`config.mk`:
```
export PLATFORM = sky130hd
export DESIGN_NAME = bytediv_unit
export DESIGN_NICKNAME = d
export VERILOG_FILES = /design/src/rtl/bytediv_pkg.sv /design/src/rtl/bytediv_step.sv /design/src/rtl/bytediv_ctrl.sv /design/src/rtl/bytediv_flags.sv /design/src/rtl/bytediv_unit.sv
export SDC_FILE = /design/constraint.sdc
export NUM_CORES = 1
export LEC_CHECK = 0
export ABC_AREA = 1
export BUFFER_PORTS_ARGS = -buffer_cell sky130_fd_sc_hd__buf_2
export CORE_MARGIN = 3
export CORE_UTILIZATION = 54
export DETAILED_ROUTE_END_ITERATION = 16
export PLACE_DENSITY = 0.78
export REMOVE_ABC_BUFFERS = 1
export SETUP_SLACK_MARGIN = 0.3
export SLEW_MARGIN = 20
export SYNTH_ARGS = -nofsm -noshare
export SYNTH_HDL_FRONTEND = slang
export SYNTH_SLANG_ARGS = --single-unit
```
`constraint.sdc`:
```
create_clock -name clk -period 2.36 [get_ports clk]
set_input_delay 0.472 -clock clk [delete_from_list [all_inputs] [get_ports clk]]
set_output_delay 0.472 -clock clk [all_outputs]
set_load 0.03 [all_outputs]
```
`src/rtl/bytediv_pkg.sv`:
```
package bytediv_pkg;
    parameter int unsigned DW = 8;
    localparam int unsigned RW = 2 * DW;
    localparam int unsigned CW = $clog2(DW);

    typedef logic [DW-1:0] byte_t;

    typedef struct packed {
        byte_t quo;
        byte_t rem;
    } packed_res_t;

    typedef struct packed {
        logic cy;
        logic ov;
        logic n;
        logic z;
    } flags_t;

    typedef struct packed {
        byte_t rem;
        logic  qbit;
    } step_t;

    typedef enum logic [1:0] {
        ST_IDLE = 2'd0,
        ST_RUN  = 2'd1,
        ST_ZERO = 2'd2
    } state_e;

    function automatic flags_t make_flags(input byte_t q, input logic dz);
        flags_t f;
        f.cy = 1'b0;
        if (dz) begin
            f.ov = 1'b1;
            f.n  = 1'b0;
            f.z  = 1'b0;
        end else begin
            f.ov = 1'b0;
            f.n  = q[DW-1];
            f.z  = (q == '0);
        end
        return f;
    endfunction
endpackage

```
`src/rtl/bytediv_step.sv`:
```
module bytediv_step
    import bytediv_pkg::*;
(
    input  byte_t rem_in,
    input  logic  next_bit,
    input  byte_t div,
    output step_t step_out
);
    logic [DW:0] trial;
    logic [DW:0] diff;

    always_comb begin
        trial         = {rem_in, next_bit};
        diff          = trial - {1'b0, div};
        step_out.qbit = ~diff[DW];
        step_out.rem  = step_out.qbit ? diff[DW-1:0] : trial[DW-1:0];
    end
endmodule

```
`src/rtl/bytediv_ctrl.sv`:
```
module bytediv_ctrl
    import bytediv_pkg::*;
(
    input  logic clk,
    input  logic rst,
    input  logic start,
    input  logic div_zero,
    output logic load,
    output logic step_en,
    output logic finish,
    output logic busy
);
    localparam logic [CW-1:0] LAST = CW'(DW - 1);

    state_e        st_q, st_d;
    logic [CW-1:0] cnt_q;

    always_comb begin
        load    = (st_q == ST_IDLE) && start;
        step_en = (st_q == ST_RUN);
        finish  = ((st_q == ST_RUN) && (cnt_q == LAST)) || (st_q == ST_ZERO);
        busy    = (st_q != ST_IDLE);
        st_d    = st_q;
        case (st_q)
            ST_IDLE: if (start) st_d = div_zero ? ST_ZERO : ST_RUN;
            ST_RUN:  if (cnt_q == LAST) st_d = ST_IDLE;
            ST_ZERO: st_d = ST_IDLE;
            default: st_d = ST_IDLE;
        endcase
    end

    always_ff @(posedge clk) begin
        if (rst) begin
            st_q  <= ST_IDLE;
            cnt_q <= '0;
        end else begin
            st_q <= st_d;
            if (load)
                cnt_q <= '0;
            else if (step_en)
                cnt_q <= cnt_q + 1'b1;
        end
    end
endmodule

```
`src/rtl/bytediv_flags.sv`:
```
module bytediv_flags
    import bytediv_pkg::*;
(
    input  byte_t  quo,
    input  logic   dz,
    output flags_t flags
);
    always_comb flags = make_flags(quo, dz);
endmodule

```
`src/rtl/bytediv_unit.sv`:
```
module bytediv_unit
    import bytediv_pkg::*;
(
    input  logic          clk,
    input  logic          rst,
    input  logic          start,
    input  logic [DW-1:0] dividend,
    input  logic [DW-1:0] divisor,
    output logic          busy,
    output logic          done,
    output logic [RW-1:0] result,
    output logic          cy,
    output logic          ov,
    output logic          neg,
    output logic          zero
);
    logic load, step_en, finish;

    byte_t       rem_q, quo_q, div_q;
    step_t       step;
    byte_t       quo_next;
    logic        dz;
    flags_t      flg_next, flg_q;
    packed_res_t res_next, res_q;
    logic        done_q;

    bytediv_ctrl u_ctrl (
        .clk      (clk),
        .rst      (rst),
        .start    (start),
        .div_zero (divisor == '0),
        .load     (load),
        .step_en  (step_en),
        .finish   (finish),
        .busy     (busy)
    );

    bytediv_step u_step (
        .rem_in   (rem_q),
        .next_bit (quo_q[DW-1]),
        .div      (div_q),
        .step_out (step)
    );

    always_comb begin
        dz       = (div_q == '0);
        quo_next = {quo_q[DW-2:0], step.qbit};
        if (dz)
            res_next = '0;
        else
            res_next = '{quo: quo_next, rem: step.rem};
    end

    bytediv_flags u_flags (
        .quo   (quo_next),
        .dz    (dz),
        .flags (flg_next)
    );

    always_ff @(posedge clk) begin
        if (rst) begin
            rem_q  <= '0;
            quo_q  <= '0;
            div_q  <= '0;
            res_q  <= '0;
            flg_q  <= '0;
            done_q <= 1'b0;
        end else begin
            done_q <= finish;
            if (load) begin
                rem_q <= '0;
                quo_q <= dividend;
                div_q <= divisor;
            end else if (step_en) begin
                rem_q <= step.rem;
                quo_q <= quo_next;
            end
            if (finish) begin
                res_q <= res_next;
                flg_q <= flg_next;
            end
        end
    end

    assign done   = done_q;
    assign result = res_q;
    assign cy     = flg_q.cy;
    assign ov     = flg_q.ov;
    assign neg    = flg_q.n;
    assign zero   = flg_q.z;
endmodule

```
# [Yosys cells after proc, flatten, opt, wreduce, memory -nomap -nowiden]
# Index checks and enable logic that the tools add are counted.
[classes] n_mux=9 n_addsub=2 bitwise=1 eq_ne=5 n_reduce_logical=11
[op_table] operator="$logic_not 8->1" n=3
[op_table] operator="$mux 8" n=3
[op_table] operator="$mux 16" n=1
[op_table] operator="$sub 9x8->9" n=1
[op_table] operator="$mux 2" n=3
[op_table] operator="$pmux 2 s2" n=1
[op_table] operator="$reduce_bool 2->1" n=2
[op_table] operator="$add 3x1->3 const B" n=1
[op_table] operator="$eq 3x3->1 const B" n=1
[op_table] operator="$mux 3" n=1
[op_table] operator="$eq 2x1->1 const B" n=1
[op_table] operator="$eq 2x2->1 const B" n=1
[op_table] operator="$logic_and 1x1->1" n=2
[op_table] operator="$logic_not 2->1" n=1
[op_table] operator="$ne 2x1->1 const B" n=1
[op_table] operator="$ne 2x2->1 const B" n=1
[op_table] operator="$reduce_and 2->1" n=1
[op_table] operator="$reduce_or 2->1" n=1
[op_table] operator="$logic_or 1x1->1" n=1
[op_table] operator="$not 1->1" n=1
[word_totals] input_bits=19 register_bits=49 out_inout_bits=22 word_cells=39

# [Longest topological paths before layout]
[logic_depth] depth_word=4 ltp_mapped=15 mapped_depth_nobuf=15

# [Modules after synthesis]
# From an unflattened synthesis, not the netlist that was laid out.
[unflattened] cells_unflattened=370 hier_area_um2=2660.1
[modules_own_cells] mod="bytediv_unit" seq_area_each_um2=900.9 area_each_um2=1755.4 instances=1 cells_each=217
[modules_own_cells] mod="bytediv_step" seq_area_each_um2=0.0 area_each_um2=588.1 instances=1 cells_each=105
[modules_own_cells] mod="bytediv_ctrl" seq_area_each_um2=100.1 area_each_um2=256.5 instances=1 cells_each=35
[modules_own_cells] mod="bytediv_flags" seq_area_each_um2=0.0 area_each_um2=60.1 instances=1 cells_each=13

# [Worst setup path after synthesis]
# Ideal clock, no wire load.
[synth_timing] path_kind="register to register" startpoint="register quo_q[7]" endpoint="register rem_q[7]" slack_ps=559 path_stages_with_launch=15 n_path_buf=0 period_less_slack_ps=1801 required_time_ps=2251 arrival_time_ps=1692 setup_time_ps=109 cell_sequence="dfxtp_1 > inv_1 > ha_1 > inv_1 > fa_1 > nand3_2 > nand3_2 > nand2_2 > nand2_2 > nand2_4 > nand3_1 > nand2_1 > nand2_1 > nand2_1 > inv_1"
[synth_between] elab_chain_len=2
[synth_rtl] item="from (decl)" line_no="bytediv_unit.sv:19" source="byte_t rem_q, quo_q, div_q;"
[synth_rtl] item="from (signal assigned)" line_no="bytediv_unit.sv:72" source="quo_q <= dividend;"
[synth_rtl] item="from (signal assigned)" line_no="bytediv_unit.sv:76" source="quo_q <= quo_next;"
[synth_rtl] item="$sub 9x8->9" line_no="bytediv_step.sv:14" source="diff = trial - {1'b0, div};"
[synth_rtl] item="$mux 8" line_no="bytediv_step.sv:16" source="step_out.rem = step_out.qbit ? diff[DW-1:0] : trial[DW-1:0];"
[synth_rtl] item="to (signal assigned)" line_no="bytediv_unit.sv:75" source="rem_q <= step.rem;"
[synth_rtl] item="to (decl)" line_no="bytediv_unit.sv:19"
# No other way between the ends.
# A chain may end at the register's enable or synchronous reset.

# [Final worst setup path]
[layout_timing] startpoint="register quo_q[7]" endpoint="register res_q, in the netlist result[8]"
[layout_between] elab_chain_len=3
[layout_rtl] item="$sub 9x8->9" line_no="bytediv_step.sv:14"
[layout_rtl] item="$not 1->1" line_no="bytediv_step.sv:15" source="step_out.qbit = ~diff[DW];"
[layout_rtl] item="$mux 16" line_no="bytediv_unit.sv:48" source="if (dz)"
[layout_rtl] item="to (signal assigned)" line_no="bytediv_unit.sv:79" source="res_q <= res_next;"
[layout_rtl] item="to (decl)" line_no="bytediv_unit.sv:24" source="packed_res_t res_next, res_q;"
# No other way between the ends.

==> flow_summary.json <==
{
  "path_class": "reg2reg",
  "grt_pass1_vias": 2026,
  "max-slew-margin-rel_pct": 58.1,
  "yosys.area_share.simple_pct": 34.2,
  "hp-class": "in2reg",
  "hold_depth": 3,
  "port_buffers": 39,
  "core_area_sq_um": 4440,
  "crit_top_cell": "nand2_4",
  "via_count": 2355,
  "period_share_pct": 81.9,
  "route.detailed.drc": 0,
  "hold_ws_ns": 0.415,
  "antenna_found_initial": 0,
  "drive_gt1_share_pct": 23.4,
  "synth.area.top_cells": "dfxtp_1 38%, nand2_1 17%, inv_1 6.8%",
  "dieArea_sq_um": 5570,
  "dieHeight_microns": 74.7,
  "area.sequential_sq_um": 963,
  "setup_tns_ns": 0,
  "clock-sinks": 48,
  "area_growth_pct": 15.0,
  "syn_inst": 356,
  "cp_cell_sequence": "inv_2 -> ha_4 -> inv_2 -> fa_2 -> nand3_4 -> nand3_4 -> nand2_4 -> nand2_4 -> nand2_4 -> nand2_8 -> buf_4 -> nand2_1 -> a21oi_1",
  "p_per_area_nw_per_um2": 688,
  "cp-start-kind": "flip-flop",
  "synth-xor-area-share_pct": 0.688,
  "fp.dieW_microns": 74.7,
  "synth_fa_ha_area_share_pct": 5.70,
  "num_rows": 24,
  "cts_tree": "built",
  "cts_buffer_depth": 2,
  "drt_pass1_iterations": 4,
  "status": "finished, final reports clean",
  "path_clk_slew_ns": 0.09,
  "grt_usage_pct": 21.3,
  "layout_commonest_cell": "nand2_1",
  "syn_avg_cell_area_sq_um": 7.15,
  "crit_buf_inv": 3,
  "ant_nets": 0,
  "synth_area_sq_um": 2550,
  "grt_start_max_net_pins": 30,
  "synth_top_family_by_area": "simple AND/OR/NAND/NOR gates",
  "synth_cell_types": 35,
  "crit_cells": 13,
  "io_pins": 41,
  "synth-compound-area-share_pct": 11.0,
  "synth.top_cell.area_share_pct": 37.7,
  "drt_iter0_markers": 102,
  "overflow": 0,
  "rsz0062_at_grt": "no",
  "multi_input_area_sq_um": 1390,
  "clock.fmax_ghz": 0.518,
  "cp_slowest_stage_delay_ns": 0.39,
  "yosys_warnings": 0,
  "setup_violations": 0,
  "leakage_nw": 1.39,
  "r2r_cells": 13,
  "antenna_cells": 0,
  "cts-root-buf": "clkbuf_8",
  "slowest_stage": "fa_2",
  "yosysTopAreaCell": "dfxtp_1",
  "grt_pass1_wl_mm": 9.14,
  "worstSkewPairLatency_ns": 0.30,
  "mostFrequentLayoutCells": "115 x nand2_1, 46 x dfxtp_1, 44 x inv_1",
  "irDropWorstVdd_uv": 554,
  "ys_seq_elements": 48,
  "nFillCells": 396,
  "cp.required_ns": 2.54,
  "skew_ns": 0.00525,
  "gp_congestion": 0.842,
  "wl_per_cell_microns": 12.7,
  "wirelength_mm": 5.67,
  "synthMuxAreaShare_pct": 0,
  "final_hold_viol_count": 0,
  "cp-end-kind": "flip-flop",
  "seq_area_frac_synth_pct": 37.7,
  "initial_core_util_pct": 57.3,
  "crit_family": "simple AND/OR/NAND/NOR gates",
  "slew_violations": 0,
  "place_hpwl_mm": 4.19,
  "via_per_inst": 5.28,
  "crit_path_max_fanout": 7,
  "min_period_ns": 1.93,
  "nets": 423,
  "maxCapViolCount": 0,
  "cts-htree-levels": 2,
  "numCtsBuffers": 5,
  "crit_arrival_ns": 2.12,
  "worstMarginPinSlew_ns": 0.627
}
-- cells in the mapped netlist, drive strengths merged --
| cell | count |
|---|---|
| fa | 1 |
| nand4 | 4 |
| a211oi | 1 |
| ha | 10 |
| conb | 1 |
| buf | 9 |
| nand3 | 34 |
| nor4 | 3 |
| nand3b | 1 |
| clkbuf | 4 |
| or2 | 1 |
| inv | 49 |
| o21ai | 8 |
| nand2 | 128 |
| nor2 | 9 |
| nor3 | 3 |
| a31oi | 8 |
| dfxtp | 48 |
| clkinv | 1 |
| a21oi | 31 |
| xnor2 | 2 |
-- through the flow --
stage / instance area [sq um] / cells / setup WS (ns) / util, % / total power, mW
2_1_floorplan: 2460 / 343 / 0.541 / - / 1.33
3_3_place_gp: 2740 / 436 / 0.469 / 61.6 / 1.44
3_5_place_dp: 2740 / 436 / 0.373 / 61.6 / 1.46
4_1_cts: 2830 / 444 / 0.356 / 63.7 / 1.96
5_1_grt: 2930 / 446 / 0.287 / 65.9 / 2.15
6_report: 2930 / 446 / 0.428 / 65.9 / 2.01
-- cell families after synthesis --
family	after synthesis
flip-flops	48
adder cells (fa/ha/maj)	11
other	1
buffers and inverters	63
XOR/XNOR	2
AO/OA/AOI/OAI	48
AND/OR/NAND/NOR	183
-- per-layer routing --
layer  up-vias  GRT usage, %  share of wire (%)
li1       1215             -                  -
met1      1066          28.7                 46
met2        65          33.8                 47
met3         9          5.61                5.7
met4         0          6.13                1.4
met5         -             0                  0
-- layout make-up --
type,count,share of cell area [%]
sequential,48,32.9
multi-input combinational,245,47.6
tap,52,2.22
inverter,50,6.41
clock inverter,1,0.256
timing repair buffer,43,7.69
clock buffer,7,2.95
-- final timing paths --
path	startpoint	slack, ns	endpoint
worst max-delay path	quo_q[7]$_SDFFE_PP0P_	0.43	result[8]$_SDFFE_PP0P_
worst min-delay path	divisor[2]	0.42	div_q[2]$_SDFFE_PP0P_
worst max register to register	quo_q[7]$_SDFFE_PP0P_	0.43	result[8]$_SDFFE_PP0P_
worst min register to register	ov$_SDFFE_PP0P_	0.46	ov$_SDFFE_PP0P_
-- repair_timing --
action,CTS,global route
hold buffers,0,0
setup buffers,0,2
setup endpoints to repair,0,17
resized for setup,0,19
-- report_power, final --
group	leakage [nW]	switching, mW	internal [mW]
clock network	0.0445	0.267	0.238
registers	0.391	0.0258	0.843
logic	0.954	0.417	0.223
-- state kept, by name, indices dropped and copies added (netlist names) --
name	count
u_ctrl.st_q	2
done	1
zero	1
result	15
div_q	8
neg	1
ov	1
rem_q	8
quo_q	8
u_ctrl.cnt_q	3
-- worst register-to-register path, delay by kind of cell, from the launching register on --
kind            cells  cell delay (ns)
flops               1             0.33
fa+ha+maj           2             0.51
buf+inv             3             0.27
compound gates      1             0.05
simple gates        7             0.66
Note: power is estimated with default switching activity, not from simulation.
